File: config.mk
export PLATFORM = sky130hd
export DESIGN_NAME = spi_host_ctrl
export DESIGN_NICKNAME = d
export VERILOG_FILES = /design/src/rtl/shc_pkg.sv /design/src/rtl/shc_fifo.sv /design/src/rtl/shc_baud.sv /design/src/rtl/shc_shifter.sv /design/src/rtl/spi_host_ctrl.sv
export SDC_FILE = /design/constraint.sdc
export NUM_CORES = 1
export LEC_CHECK = 0
export ABC_AREA = 1
export ABC_CLOCK_PERIOD_IN_PS = 7550
export BUFFER_PORTS_ARGS = -buffer_cell sky130_fd_sc_hd__buf_2
export CAP_MARGIN = 20
export CORE_MARGIN = 3
export CORE_UTILIZATION = 59
export CTS_CLUSTER_SIZE = 40
export DETAILED_ROUTE_END_ITERATION = 7
export PLACE_DENSITY_LB_ADDON = 0.2
export SYNTH_ARGS = -nofsm -noshare
export SYNTH_HDL_FRONTEND = slang
export SYNTH_HIERARCHICAL = 1
export SYNTH_SLANG_ARGS = --single-unit
File: constraint.sdc
create_clock -name clk -period 7.55 [get_ports clk]
set_input_delay 0.3775 -clock clk [delete_from_list [all_inputs] [get_ports clk]]
set_output_delay 0.3775 -clock clk [all_outputs]
set_load 0.05 [all_outputs]
File: src/rtl/shc_pkg.sv
package shc_pkg;
  localparam int BUS_W    = 32;
  localparam int ADDR_W   = 5;
  localparam int WORD_MAX = 16;
  localparam int DIV_W    = 8;
  localparam int BUF_DEPTH = 4;

  localparam logic [ADDR_W-1:0] A_MODE = 5'h00;
  localparam logic [ADDR_W-1:0] A_SHP0 = 5'h04;
  localparam logic [ADDR_W-1:0] A_SHP1 = 5'h08;
  localparam logic [ADDR_W-1:0] A_STAT = 5'h14;
  localparam logic [ADDR_W-1:0] A_DATA = 5'h18;

  typedef enum logic [1:0] {
    OPM_OFF = 2'b00,
    OPM_CFG = 2'b01,
    OPM_RUN = 2'b10,
    OPM_RSV = 2'b11
  } opmode_e;

  typedef struct packed {
    logic             cpol;
    logic             cpha;
    logic             msb_first;
    logic             wide;
    logic [DIV_W-1:0] div;
  } shape_t;
endpackage

File: src/rtl/shc_fifo.sv
module shc_fifo #(
  parameter int WIDTH = 16,
  parameter int DEPTH = 4,
  localparam int LVL_W = $clog2(DEPTH + 1),
  localparam int PTR_W = (DEPTH > 1) ? $clog2(DEPTH) : 1
) (
  input  logic             clk,
  input  logic             rst_n,
  input  logic             clr,
  input  logic             push,
  input  logic [WIDTH-1:0] din,
  input  logic             pop,
  output logic [WIDTH-1:0] head,
  output logic [LVL_W-1:0] level,
  output logic             full,
  output logic             empty
);
  localparam logic [LVL_W-1:0] LVL_FULL = LVL_W'(DEPTH);
  localparam logic [PTR_W-1:0] PTR_LAST = PTR_W'(DEPTH - 1);

  logic [WIDTH-1:0] mem [DEPTH];
  logic [PTR_W-1:0] wptr, rptr;
  logic             do_push, do_pop;

  function automatic logic [PTR_W-1:0] bump(input logic [PTR_W-1:0] p);
    return (p == PTR_LAST) ? '0 : p + 1'b1;
  endfunction

  assign full    = (level == LVL_FULL);
  assign empty   = (level == '0);
  assign do_push = push && !full;
  assign do_pop  = pop && !empty;
  assign head    = mem[rptr];

  always_ff @(posedge clk) begin
    if (do_push && !clr) mem[wptr] <= din;
  end

  always_ff @(posedge clk or negedge rst_n) begin
    if (!rst_n) begin
      wptr  <= '0;
      rptr  <= '0;
      level <= '0;
    end else if (clr) begin
      wptr  <= '0;
      rptr  <= '0;
      level <= '0;
    end else begin
      if (do_push) wptr <= bump(wptr);
      if (do_pop)  rptr <= bump(rptr);
      case ({do_push, do_pop})
        2'b10:   level <= level + 1'b1;
        2'b01:   level <= level - 1'b1;
        default: level <= level;
      endcase
    end
  end
endmodule

File: src/rtl/shc_baud.sv
module shc_baud #(
  parameter int DIV_W = 8
) (
  input  logic             clk,
  input  logic             rst_n,
  input  logic             run,
  input  logic [DIV_W-1:0] div,
  output logic             tick
);
  logic [DIV_W-1:0] cnt;

  assign tick = run && (cnt == div - 1'b1);

  always_ff @(posedge clk or negedge rst_n) begin
    if (!rst_n)             cnt <= '0;
    else if (!run || tick)  cnt <= '0;
    else                    cnt <= cnt + 1'b1;
  end
endmodule

File: src/rtl/shc_shifter.sv
module shc_shifter
  import shc_pkg::*;
#(
  parameter int WMAX = WORD_MAX,
  localparam int NARROW = WMAX / 2,
  localparam int EDGE_W = $clog2(2 * WMAX)
) (
  input  logic            clk,
  input  logic            rst_n,
  input  logic            active,
  input  logic            hold,
  input  shape_t          shape,
  input  logic            tx_avail,
  input  logic [WMAX-1:0] tx_word,
  output logic            tx_take,
  output logic            rx_put,
  output logic [WMAX-1:0] rx_word,
  output logic            busy,
  output logic            sck,
  output logic            mosi,
  input  logic            miso
);
  logic [WMAX-1:0]   tx_sr, rx_sr, rx_nxt;
  logic [EDGE_W-1:0] edge_cnt, edge_last;
  logic              phase, tick, lead, do_sample, do_shift;

  shc_baud #(.DIV_W(DIV_W)) u_baud (
    .clk  (clk),
    .rst_n(rst_n),
    .run  (busy),
    .div  (shape.div),
    .tick (tick)
  );

  assign tx_take   = active && !hold && tx_avail && !busy;
  assign edge_last = shape.wide ? EDGE_W'(2 * WMAX - 1) : EDGE_W'(2 * NARROW - 1);
  assign lead      = !edge_cnt[0];
  assign do_sample = shape.cpha ? !lead : lead;
  assign do_shift  = shape.cpha ? (lead && edge_cnt != '0) : !lead;

  always_comb begin
    rx_nxt = rx_sr;
    if (do_sample)
      rx_nxt = shape.msb_first ? {rx_sr[WMAX-2:0], miso} : {miso, rx_sr[WMAX-1:1]};
  end

  always_comb begin
    if (shape.wide)           rx_word = rx_nxt;
    else if (shape.msb_first) rx_word = {{NARROW{1'b0}}, rx_nxt[NARROW-1:0]};
    else                      rx_word = {{NARROW{1'b0}}, rx_nxt[WMAX-1:NARROW]};
  end

  assign rx_put = busy && tick && (edge_cnt == edge_last);
  assign sck    = shape.cpol ^ phase;
  assign mosi   = shape.msb_first ? tx_sr[WMAX-1] : tx_sr[0];

  always_ff @(posedge clk or negedge rst_n) begin
    if (!rst_n) begin
      busy     <= 1'b0;
      phase    <= 1'b0;
      edge_cnt <= '0;
      tx_sr    <= '0;
      rx_sr    <= '0;
    end else if (!active) begin
      busy     <= 1'b0;
      phase    <= 1'b0;
      edge_cnt <= '0;
    end else if (tx_take) begin
      busy     <= 1'b1;
      phase    <= 1'b0;
      edge_cnt <= '0;
      rx_sr    <= '0;
      if (shape.wide)           tx_sr <= tx_word;
      else if (shape.msb_first) tx_sr <= {tx_word[NARROW-1:0], {NARROW{1'b0}}};
      else                      tx_sr <= {{NARROW{1'b0}}, tx_word[NARROW-1:0]};
    end else if (busy && tick) begin
      phase    <= ~phase;
      edge_cnt <= edge_cnt + 1'b1;
      rx_sr    <= rx_nxt;
      if (do_shift)
        tx_sr <= shape.msb_first ? {tx_sr[WMAX-2:0], 1'b0} : {1'b0, tx_sr[WMAX-1:1]};
      if (edge_cnt == edge_last) busy <= 1'b0;
    end
  end
endmodule

File: src/rtl/spi_host_ctrl.sv
module spi_host_ctrl
  import shc_pkg::*;
(
  input  logic              clk,
  input  logic              rst_n,
  input  logic [ADDR_W-1:0] bus_addr,
  input  logic              bus_wr,
  input  logic [BUS_W-1:0]  bus_wdata,
  input  logic              bus_rd,
  output logic [BUS_W-1:0]  bus_rdata,
  output logic              irq,
  output logic              sck,
  output logic              mosi,
  input  logic              miso
);
  localparam int LVL_W = $clog2(BUF_DEPTH + 1);

  opmode_e           opmode;
  logic              stop_req, rx_ie, ovr;
  logic [1:0]        thr;
  shape_t            shape;
  logic              active, buf_clr, thr_hit, idle, busy;
  logic              wr_mode, wr_shp0, wr_shp1, wr_stat, wr_data, rd_data;
  logic              tx_push, tx_take, tx_full, tx_empty;
  logic              rx_put, rx_pop, rx_full, rx_empty;
  logic [WORD_MAX-1:0] tx_head, rx_head, rx_word;
  logic [LVL_W-1:0]  tx_lvl, rx_lvl;
  logic [DIV_W-1:0]  div_in;

  assign wr_mode = bus_wr && (bus_addr == A_MODE);
  assign wr_shp0 = bus_wr && (bus_addr == A_SHP0);
  assign wr_shp1 = bus_wr && (bus_addr == A_SHP1);
  assign wr_stat = bus_wr && (bus_addr == A_STAT);
  assign wr_data = bus_wr && (bus_addr == A_DATA);
  assign rd_data = bus_rd && (bus_addr == A_DATA);

  assign active  = (opmode == OPM_RUN);
  assign buf_clr = wr_mode && bus_wdata[0] && (bus_wdata[7:6] == OPM_CFG);
  assign tx_push = wr_data && active;
  assign rx_pop  = rd_data;
  assign div_in  = bus_wdata[15:8];

  always_ff @(posedge clk or negedge rst_n) begin
    if (!rst_n) begin
      opmode          <= OPM_CFG;
      stop_req        <= 1'b0;
      thr             <= 2'd0;
      rx_ie           <= 1'b0;
      ovr             <= 1'b0;
      shape.cpol      <= 1'b0;
      shape.cpha      <= 1'b0;
      shape.msb_first <= 1'b1;
      shape.wide      <= 1'b0;
      shape.div       <= DIV_W'(1);
    end else begin
      if (wr_mode) begin
        opmode   <= opmode_e'(bus_wdata[7:6]);
        stop_req <= bus_wdata[1];
      end
      if (wr_shp0) begin
        thr   <= bus_wdata[13:12];
        rx_ie <= bus_wdata[9];
        if (!active) begin
          shape.cpol      <= bus_wdata[0];
          shape.cpha      <= bus_wdata[1];
          shape.msb_first <= bus_wdata[2];
        end
      end
      if (wr_shp1 && !active) begin
        shape.div  <= (div_in == '0) ? DIV_W'(1) : div_in;
        shape.wide <= (bus_wdata[4:0] == 5'd16);
      end
      if (tx_push && tx_full)            ovr <= 1'b1;
      else if (wr_stat && bus_wdata[7])  ovr <= 1'b0;
    end
  end

  shc_fifo #(.WIDTH(WORD_MAX), .DEPTH(BUF_DEPTH)) u_txbuf (
    .clk  (clk),
    .rst_n(rst_n),
    .clr  (buf_clr),
    .push (tx_push),
    .din  (bus_wdata[WORD_MAX-1:0]),
    .pop  (tx_take),
    .head (tx_head),
    .level(tx_lvl),
    .full (tx_full),
    .empty(tx_empty)
  );

  shc_fifo #(.WIDTH(WORD_MAX), .DEPTH(BUF_DEPTH)) u_rxbuf (
    .clk  (clk),
    .rst_n(rst_n),
    .clr  (buf_clr),
    .push (rx_put),
    .din  (rx_word),
    .pop  (rx_pop),
    .head (rx_head),
    .level(rx_lvl),
    .full (rx_full),
    .empty(rx_empty)
  );

  shc_shifter #(.WMAX(WORD_MAX)) u_shift (
    .clk     (clk),
    .rst_n   (rst_n),
    .active  (active),
    .hold    (stop_req),
    .shape   (shape),
    .tx_avail(!tx_empty),
    .tx_word (tx_head),
    .tx_take (tx_take),
    .rx_put  (rx_put),
    .rx_word (rx_word),
    .busy    (busy),
    .sck     (sck),
    .mosi    (mosi),
    .miso    (miso)
  );

  assign thr_hit = (rx_lvl > {1'b0, thr});
  assign irq     = thr_hit && rx_ie;
  assign idle    = tx_empty && !busy;

  always_comb begin
    bus_rdata = '0;
    case (bus_addr)
      A_MODE: begin
        bus_rdata[7:6] = opmode;
        bus_rdata[1]   = stop_req;
      end
      A_SHP0: begin
        bus_rdata[13:12] = thr;
        bus_rdata[9]     = rx_ie;
        bus_rdata[2:0]   = {shape.msb_first, shape.cpha, shape.cpol};
      end
      A_SHP1: begin
        bus_rdata[15:8] = shape.div;
        bus_rdata[4:0]  = shape.wide ? 5'd16 : 5'd8;
      end
      A_STAT: begin
        bus_rdata[14]    = thr_hit;
        bus_rdata[13:11] = tx_lvl;
        bus_rdata[10:8]  = rx_lvl;
        bus_rdata[7]     = ovr;
        bus_rdata[2]     = idle;
      end
      A_DATA:  bus_rdata[WORD_MAX-1:0] = rx_empty ? '0 : rx_head;
      default: bus_rdata = '0;
    endcase
  end
endmodule

==> impl_metrics.yaml, run 1 <==
clocking:
  htreeDepth: 1
  cts_setup_buffers: 0
  clkSinkCount: 208
  clockBufferDepth: 3
  clkLatencyLatePin_ps: 500
  cts_tree: "yes"
  clkTransAtPathRegs_ps: 60
  cts_buffers: 22
  clock-root-buffer: "clkbuf_16"
hold_path:
  hold_path_depth: 1
  min_to: "u_txbuf/mem[1][5]"
  hold_class: "in -> reg"
  worstHoldStart: "bus_wdata[5]"
grt:
  grt_pass1_vias: 7856
  grt_pass1_wl_um: 39700
  track_usage_pct: 24.9
  antenna_found_initial: 0
  globalRouteOverflowTotal: 0
  grt_max_degree: 70
yosys:
  yosys_warnings: 6
  postSynthCellCount: 1235
  avgSynthCellArea_sq_um: 8.69
  syn_area_sq_um: 10700
sta:
  finalSetupTns_ps: 0
  period_minus_slack_ps: 3920
  finClkSkew_ps: 12.9
  period_share_pct: 51.9
  setup_viol: 0
  worst_pin_slew_ps: 953
  rsz0062_at_grt: "false"
  maxSlewHeadroom_pct: 36.4
  maxSlewViolCount: 0
  hold_viol: 0
  timing.hold.ws_ps: 104
  fmax_mhz: 255
worst_setup_path:
  path_cells: "inv_1 -> ha_1 -> nand2_1 -> inv_1 -> nor2_1 -> nand2_1 -> nor2_1 -> nand3_1 -> nor2_1 -> nand2_1 -> nor2_1 -> nand2_1 -> nor2_1 -> nand2_1 -> inv_1 -> inv_1 -> a21oi_2 -> nand2_1 -> nor2_2"
  r2r_start: "shape[0]"
  path_class: "reg -> reg"
  startpoint_type: "flip-flop"
  crit_path_end_kind: "flip-flop"
  cp.buffers_inverters: 4
  cp_data_required_time_ps: 7660
  crit_top_cell: "nand2_1"
  rr_worst_depth: 19
  timing.rr.end: "u_rxbuf/mem[2][5]"
  crit_family: "simple AND/OR/NAND/NOR gates"
  reg2reg_slack_ps: 3630
  critPathMaxStageDelay_ps: 760
  path_max_fanout: 16
  arrival_ps: 4030
  cpMaxStageDelayCell: "nor2_2"
final_layout:
  num-fill-cells: 1414
  insertedDiodeCount: 0
  drive_above_1_share_pct: 11.1
  fin_util_pct: 66.9
  nets: 1326
  syn2layout_area_growth_pct: 9.40
routing:
  drc: 0
  drtAntennaViolNets: 0
  num_vias: 8374
  dr.first_iter.drc_count: 876
  vias_per_cell: 5.55
  wl_per_cell_um: 16.3
  drtPass1Iterations: 5
  wl_um: 24600
floorplanning:
  die_w_um: 141
  die-area_sq_um: 19800
  fp-row-count: 48
  initial_core_util_pct: 61.2
  core_sq_um: 17500
  pin_count: 77
  die-height_um: 141
power_and_ir_drop:
  p_leak_nw: 5.31
  pwr_density_cell_nw_per_um2: 255
  ir_drop_mv: 0.213
placed_design:
  io_buffers: 44
  gp_congestion: 0.883
  place_hpwl_um: 16200
flow_run:
  maxCapViolCount: 0
status:
  status: "finished, final reports clean"
## worst max path at each step
stage          startpoint                 end  slack, ps  depth (start not counted)
2_1_floorplan    shape[0]   u_rxbuf/mem[0][0]       4180                         19
3_3_place_gp     shape[0]   u_rxbuf/mem[2][0]       3700                         19
3_5_place_dp     shape[0]   u_rxbuf/mem[2][0]       3660                         19
4_1_cts          shape[0]   u_rxbuf/mem[2][0]       3640                         19
5_1_grt          shape[0]  u_rxbuf/mem[0][12]       3330                         19
6_report         shape[0]   u_rxbuf/mem[2][5]       3630                         19
## cells in the final DEF (no fill, tap or decap), types with 4 or more instances in the layout
cell,n
o21ai_0,91
edfxtp_1,128
xor2_1,10
o21ai_1,41
nand4_1,19
buf_4,11
nor3_1,4
clkinv_1,4
nand2_4,7
ha_1,15
o22ai_1,35
buf_2,43
nand3_1,84
xnor2_1,7
nand3_2,4
nand2_2,7
clkbuf_16,23
conb_1,16
nor2_2,9
inv_2,9
dfrtp_1,77
nand2_1,352
inv_1,100
nor2_1,145
nor2_4,7
## registers in the layout (all words and copies together) (netlist names), 3 cells and up
name and cells:
u_rxbuf/mem 64, u_shift/u_baud/cnt 8, u_txbuf/level 3, u_shift/rx_sr 16
u_txbuf/mem 64, shape 12, u_shift/tx_sr 16, u_shift/edge_cnt 5
u_rxbuf/level 3
## final cells by class
class                      instances  area, sq um  area share, %
timing repair buffer              55          308           2.62
sequential                       208         5850           49.8
inverter                         113          427           3.63
clock inverter                    13          113          0.959
multi-input combinational        867         4140           35.3
clock buffer                      27          621           5.29
tap                              225          282           2.40
## report_power, final
group          switching [mW]  internal [mW]
sequential             0.0609           1.27
clock                   0.444          0.625
combinational           0.421          0.171
total                   0.925           2.06
## per-stage QoR
| step | cells | instance area [sq um] | total power [mW] | setup WS (ps) |
|---|---|---|---|---|
| 4_1_cts | 1508 | 11700 | 3.00 | 3640 |
| 2_1_floorplan | 1250 | 10800 | 1.79 | 4180 |
| 6_report | 1508 | 11700 | 2.99 | 3630 |
| 5_1_grt | 1508 | 11700 | 3.14 | 3330 |
| 3_3_place_gp | 1467 | 11000 | 1.92 | 3700 |
| 3_5_place_dp | 1467 | 11000 | 1.93 | 3660 |
## layer usage
metal,share of wire [%],vias to the layer above,global-route usage [%]
li1,-,4105,-
met1,44,3911,36.2
met2,46,312,39.1
met3,6.7,46,3.22
met4,2.9,0,8.21
met5,0,-,0
## timing repair
action / 4_1_cts / 5_1_grt
hold buffers: 1 / 0
endpoints found under the hold margin: 11 / 0
endpoints found under the setup margin: 0 / 0
resized for setup: 0 / 0
Power figures use the tool's default switching activity.
==> run 2: changes to the inputs <==
--- a/config.mk
+++ b/config.mk
@@ -6,11 +6,11 @@
 export NUM_CORES = 1
 export LEC_CHECK = 0
 export ABC_AREA = 1
-export ABC_CLOCK_PERIOD_IN_PS = 7550
+export ABC_CLOCK_PERIOD_IN_PS = 3300
 export BUFFER_PORTS_ARGS = -buffer_cell sky130_fd_sc_hd__buf_2
 export CAP_MARGIN = 20
 export CORE_MARGIN = 3
-export CORE_UTILIZATION = 59
+export CORE_UTILIZATION = 55
 export CTS_CLUSTER_SIZE = 40
 export DETAILED_ROUTE_END_ITERATION = 7
 export PLACE_DENSITY_LB_ADDON = 0.2
==> constraint.sdc (replaced) <==
create_clock -name clk -period 3.3 [get_ports clk]
set_input_delay 0.165 -clock clk [delete_from_list [all_inputs] [get_ports clk]]
set_output_delay 0.165 -clock clk [all_outputs]
set_load 0.05 [all_outputs]
==> run 2 against run 1 <==
  * Largest cell class unchanged
  * Wire length increased by 4.8%
  * Highest routed layer unchanged
  * Register-to-register slack worse by 3500 ps
  * First-iteration DRC count up 3.2%
  * Non-clock buffer count rose by 38
==> impl_metrics.yaml, run 2 (synthesis results as in run 1) <==
grt:
  globalRouteOverflowTotal: 0
  grt_pass1_wl_um: 41700
  grt_max_degree: 42
  track_usage_pct: 23.9
  grt_pass1_vias: 7965
  antenna_found_initial: 0
floorplanning:
  fp-row-count: 50
  core_sq_um: 19000
  pin_count: 77
  die-area_sq_um: 21200
  die-height_um: 146
  die_w_um: 146
  initial_core_util_pct: 56.6
sta:
  period_minus_slack_ps: 3160
  finClkSkew_ps: 13.7
  fin_ws_ps: 136
  maxSlewHeadroom_pct: 50.5
  setup_viol: 0
  maxSlewViolCount: 0
  finalSetupTns_ps: 0
  worst_pin_slew_ps: 741
  timing.hold.ws_ps: 33.8
  period_share_pct: 95.9
  fmax_mhz: 316
  hold_viol: 0
worst_setup_path:
  path_max_fanout: 6
  arrival_ps: 3560
  cpMaxStageDelayCell: "dfstp_2"
  crit_path_end_kind: "flip-flop"
  startpoint_type: "flip-flop"
  path_cells: "inv_1 -> ha_4 -> nand2_1 -> inv_1 -> nor2_1 -> nand2_1 -> nor2_1 -> nand3_1 -> nor2_1 -> nand2_1 -> nor2_1 -> nand2_1 -> nor2_2 -> nand2_2 -> inv_2 -> nand2_2 -> nand2_4 -> inv_2 -> fa_2 -> xor2_2 -> inv_1 -> nand2_2 -> nand3_1 -> nand2_1"
  critPathMaxStageDelay_ps: 530
  crit_top_cell: "nand2_1"
  cp_data_required_time_ps: 3690
  path_class: "reg -> reg"
routing:
  num_vias: 8637
  drtAntennaViolNets: 0
  drc: 0
  drtPass1Iterations: 5
  wl_per_cell_um: 16.3
  vias_per_cell: 5.46
  dr.first_iter.drc_count: 904
  wl_um: 25800
placed_design:
  place_ws_ps: 53.9
  place_hpwl_um: 16800
  io_buffers: 44
  gp_congestion: 0.896
  dp_cells: 1518
  dpl_cell_area_sq_um: 11200
hold_path:
  hold_class: "in -> reg"
clocking:
  cts_buffers: 23
  clkSinkCount: 208
  clkTransAtPathRegs_ps: 60
  clock-root-buffer: "clkbuf_16"
  clkLatencyLatePin_ps: 500
  clockBufferDepth: 3
  htreeDepth: 1
  cts_tree: "yes"
power_and_ir_drop:
  p_leak_nw: 5.57
  power_mw: 7.45
  ir_drop_mv: 0.537
  pwr_density_cell_nw_per_um2: 605
final_layout:
  most-common-layout-cells: "nand2_1, nor2_1, edfxtp_1, inv_1, o21ai_0"
  drive_above_1_share_pct: 12.9
  final_common_cell: "nand2_1"
  fin_util_pct: 64.9
  fin_cells: 1582
  post-route-cell-area_sq_um: 12300
  nets: 1365
  register_area_sq_um: 5850
  num-fill-cells: 1572
  syn2layout_area_growth_pct: 14.7
  largestRegisters: "u_rxbuf/mem: 64 flops, u_txbuf/mem: 64 flops"
  insertedDiodeCount: 0
  multi_input_area_sq_um: 4170
status:
  status: "finished, final reports clean"
flow_run:
  maxCapViolCount: 0
-- run 2: changes by cell type in the layout (fill, tap and decap cells not counted), sizes merged --
| cell | change |
|---|---|
| bufinv | +7 |
| clkinv | -2 |
| buf | +22 |
| inv | -2 |
| clkinvlp | -2 |
| dlygate4sd3 | +16 |
-- run 2: report_power, final --
group / switching, mW / leakage (nW) / total [mW] / internal, mW
Combinational: 1.00 / 2.86 / 1.43 / 0.429
Sequential: 0.129 / 2.27 / 3.03 / 2.90
Clock: 1.02 / 0.435 / 2.99 / 1.97
-- run 2: path summary, 6_finish.rpt --
path | end | slack [ps] | startpoint | cells past startpoint
max reg2reg | u_rxbuf/level[2] | 140 | shape[0] | 24
min | ovr | 30 | bus_wr | 4
max | u_rxbuf/level[2] | 140 | shape[0] | 24
max in group asynchronous | shape[9] | 2310 | rst_n | 3
min in group asynchronous | u_shift/u_baud/cnt[5] | 190 | rst_n | 2
min reg2reg | u_shift/tx_sr[15] | 470 | u_shift/tx_sr[15] | 2
-- run 2: final cells by class --
type                    count  area share [%]
well taps                 260            2.64
flip-flops and latches    208            47.5
clock inverters            14            2.23
repair buffers             93            5.27
clock buffers              27            5.04
inverters                 113            3.47
multi-input cells         867            33.8
-- run 2: worst max-delay path, delay by kind of cell, from the launching register on --
| family | cells | cell delay (ps) |
|---|---|---|
| simple gates | 16 | 1470 |
| flops | 1 | 530 |
| buf+inv | 5 | 300 |
| fa+ha+maj | 2 | 580 |
| xor+xnor | 1 | 180 |
-- run 2: what timing repair did --
item | CTS | global route
endpoints found under the setup margin | 0 | 66
buffers inserted | 0 | 6
endpoints found under the hold margin | 111 | 0
hold buffers | 17 | 0
resized for setup | 0 | 12
-- run 2: layer usage --
metal / GRT usage, % / vias up / wire length (um)
li1: - / 4182 / -
met1: 35.0 / 4138 / 11700
met2: 38.8 / 281 / 12100
met3: 3.24 / 36 / 1650
met4: 4.84 / 0 / 399
met5: 0 / - / 0
==> run 3: changes to the inputs <==
--- a/config.mk
+++ b/config.mk
@@ -9,6 +9,7 @@
 export ABC_CLOCK_PERIOD_IN_PS = 3300
 export BUFFER_PORTS_ARGS = -buffer_cell sky130_fd_sc_hd__buf_2
 export CAP_MARGIN = 20
+export CORE_ASPECT_RATIO = 1.4
 export CORE_MARGIN = 3
 export CORE_UTILIZATION = 55
 export CTS_CLUSTER_SIZE = 40
==> run 3 against run 2 <==
  * Maximum frequency increased by 3.8%
  * Wire length decreased by 2.7%
  * Flip-flop and latch count unchanged
  * Clock power decreased by 24%
  * Die area up 0.11%
  * Combinational power about the same
  * Utilization is 0.91 points lower
==> impl_metrics.yaml, run 3 (synthesis results as in run 1) <==
floorplanning:
  die-area_sq_um: 21200
  fp-row-count: 59
  pin_count: 77
  die-height_um: 171
  initial_core_util_pct: 56.8
  core_sq_um: 18900
  die_w_um: 124
placed_design:
  place_hpwl_um: 17200
  dp_cells: 1505
  place_ws_ps: -53.4
  gp_congestion: 0.872
  dpl_cell_area_sq_um: 11200
  io_buffers: 44
grt:
  track_usage_pct: 24.3
  antenna_found_initial: 0
  grt_pass1_vias: 7962
  grt_max_degree: 71
  grt_pass1_wl_um: 40600
  globalRouteOverflowTotal: 0
final_layout:
  final_common_cell: "nand2_1"
  drive_above_1_share_pct: 12.9
  syn2layout_area_growth_pct: 12.8
  nets: 1362
  fin_cells: 1561
  post-route-cell-area_sq_um: 12100
  most-common-layout-cells: "nand2_1, nor2_1, edfxtp_1, inv_1, o21ai_0"
  insertedDiodeCount: 0
  largestRegisters: "u_rxbuf/mem: 64 flops, u_txbuf/mem: 64 flops"
worst_setup_path:
  path_class: "reg -> reg"
  path_max_fanout: 6
  arrival_ps: 3420
  cp_data_required_time_ps: 3680
  startpoint_type: "flip-flop"
  reg2reg_slack_ps: 250
  timing.rr.end: "u_rxbuf/level[2]"
  r2r_start: "shape[0]"
  rr_worst_depth: 23
  crit_path_end_kind: "flip-flop"
routing:
  drc: 0
  vias_per_cell: 5.38
  num_vias: 8394
  drtAntennaViolNets: 0
  dr.first_iter.drc_count: 670
  wl_per_cell_um: 16.1
  wl_met3_um: 1190
  wl_met1_um: 10300
  wl_met2_um: 13000
  routed.top_layer: "met4"
  drtPass1Iterations: 5
  wl_um: 25100
hold_path:
  worstHoldStart: "bus_wr"
  hold_path_depth: 4
  min_to: "ovr"
  hold_class: "in -> reg"
sta:
  worst_pin_slew_ps: 913
  period_minus_slack_ps: 3050
  rsz0062_at_grt: "false"
  setup_viol: 0
  period_share_pct: 92.4
  finalSetupTns_ps: 0
  timing.hold.ws_ps: 45.3
  maxSlewViolCount: 0
  maxSlewHeadroom_pct: 39.1
  finClkSkew_ps: 11.8
  fin_ws_ps: 252
  fmax_mhz: 328
  hold_viol: 0
clocking:
  htreeDepth: 1
  clock-root-buffer: "clkbuf_16"
  clkSinkCount: 208
  clkLatencyLatePin_ps: 490
  cts_tree: "yes"
  cts_buffers: 21
  clkTransAtPathRegs_ps: 60
  clockBufferDepth: 3
power_and_ir_drop:
  pwr_density_cell_nw_per_um2: 557
  p_leak_nw: 5.45
  ir_drop_mv: 0.466
flow_run:
  maxCapViolCount: 0
status:
  status: "finished, final reports clean"
-- run 3: how the worst max path moves through the flow --
stage,startpoint,endpoint,slack (ps),depth (start not counted)
CTS,shape[0],u_rxbuf/level[2],20,24
global placement,shape[0],u_rxbuf/level[2],80,24
floorplan,shape[0],u_rxbuf/mem[0][0],-70,19
global route,shape[0],u_rxbuf/level[2],20,24
finish,shape[0],u_rxbuf/level[2],250,23
detailed placement,shape[0],u_rxbuf/level[2],-50,24
-- run 3: area by class of cell --
type,count,area [sq um]
clock buffers,28,582
flip-flops and latches,208,5850
well taps,244,305
repair buffers,92,651
clock inverters,9,90.1
inverters,113,427
fillers,1599,6800
multi-input cells,867,4200
-- run 3: critical path, stage by stage, from the launching register on --
cell and delay, ps:
dfstp_2 560, inv_2 60, ha_4 260, nor2_1 30
nor2_1 90, nand2_1 70, nor2_2 100, nand3_2 100
nor2_4 120, nand2_2 80, nor2_1 110, nand2_1 80
nor2_2 130, nand2_2 80, inv_2 100, nand2_4 60
nand2_4 90, inv_2 50, fa_2 380, xor2_2 160
inv_1 70, nand2_2 50, nand3_1 60, nand2_1 50
-- run 3: per-layer routing --
| metal | up-vias | track usage, % |
|---|---|---|
| met1 | 3932 | 31.1 |
| met4 | 0 | 7.53 |
| met2 | 237 | 43.3 |
| met5 | - | 0 |
| li1 | 4178 | - |
| met3 | 47 | 2.50 |
-- run 3: metrics by stage --
stage | utilization, % | power [mW]
3_5_place_dp | 59.2 | 4.45
4_1_cts | 63.7 | 6.75
6_report | 64.0 | 6.74
3_3_place_gp | 59.2 | 4.42
2_1_floorplan | - | 4.09
5_1_grt | 64.0 | 7.09
-- run 3: what timing repair did --
| item | CTS | global route |
|---|---|---|
| endpoints found under the hold margin | 146 | 0 |
| setup buffers | 0 | 2 |
| endpoints found under the setup margin | 1 | 66 |
| pin swaps | 0 | 11 |
| gates resized for setup | 4 | 14 |
| hold buffers | 17 | 0 |
-- run 3: where the power goes --
group | internal [mW] | switching (mW)
combinational | 0.431 | 0.988
clock | 1.33 | 0.956
sequential | 2.90 | 0.135
total | 4.66 | 2.08
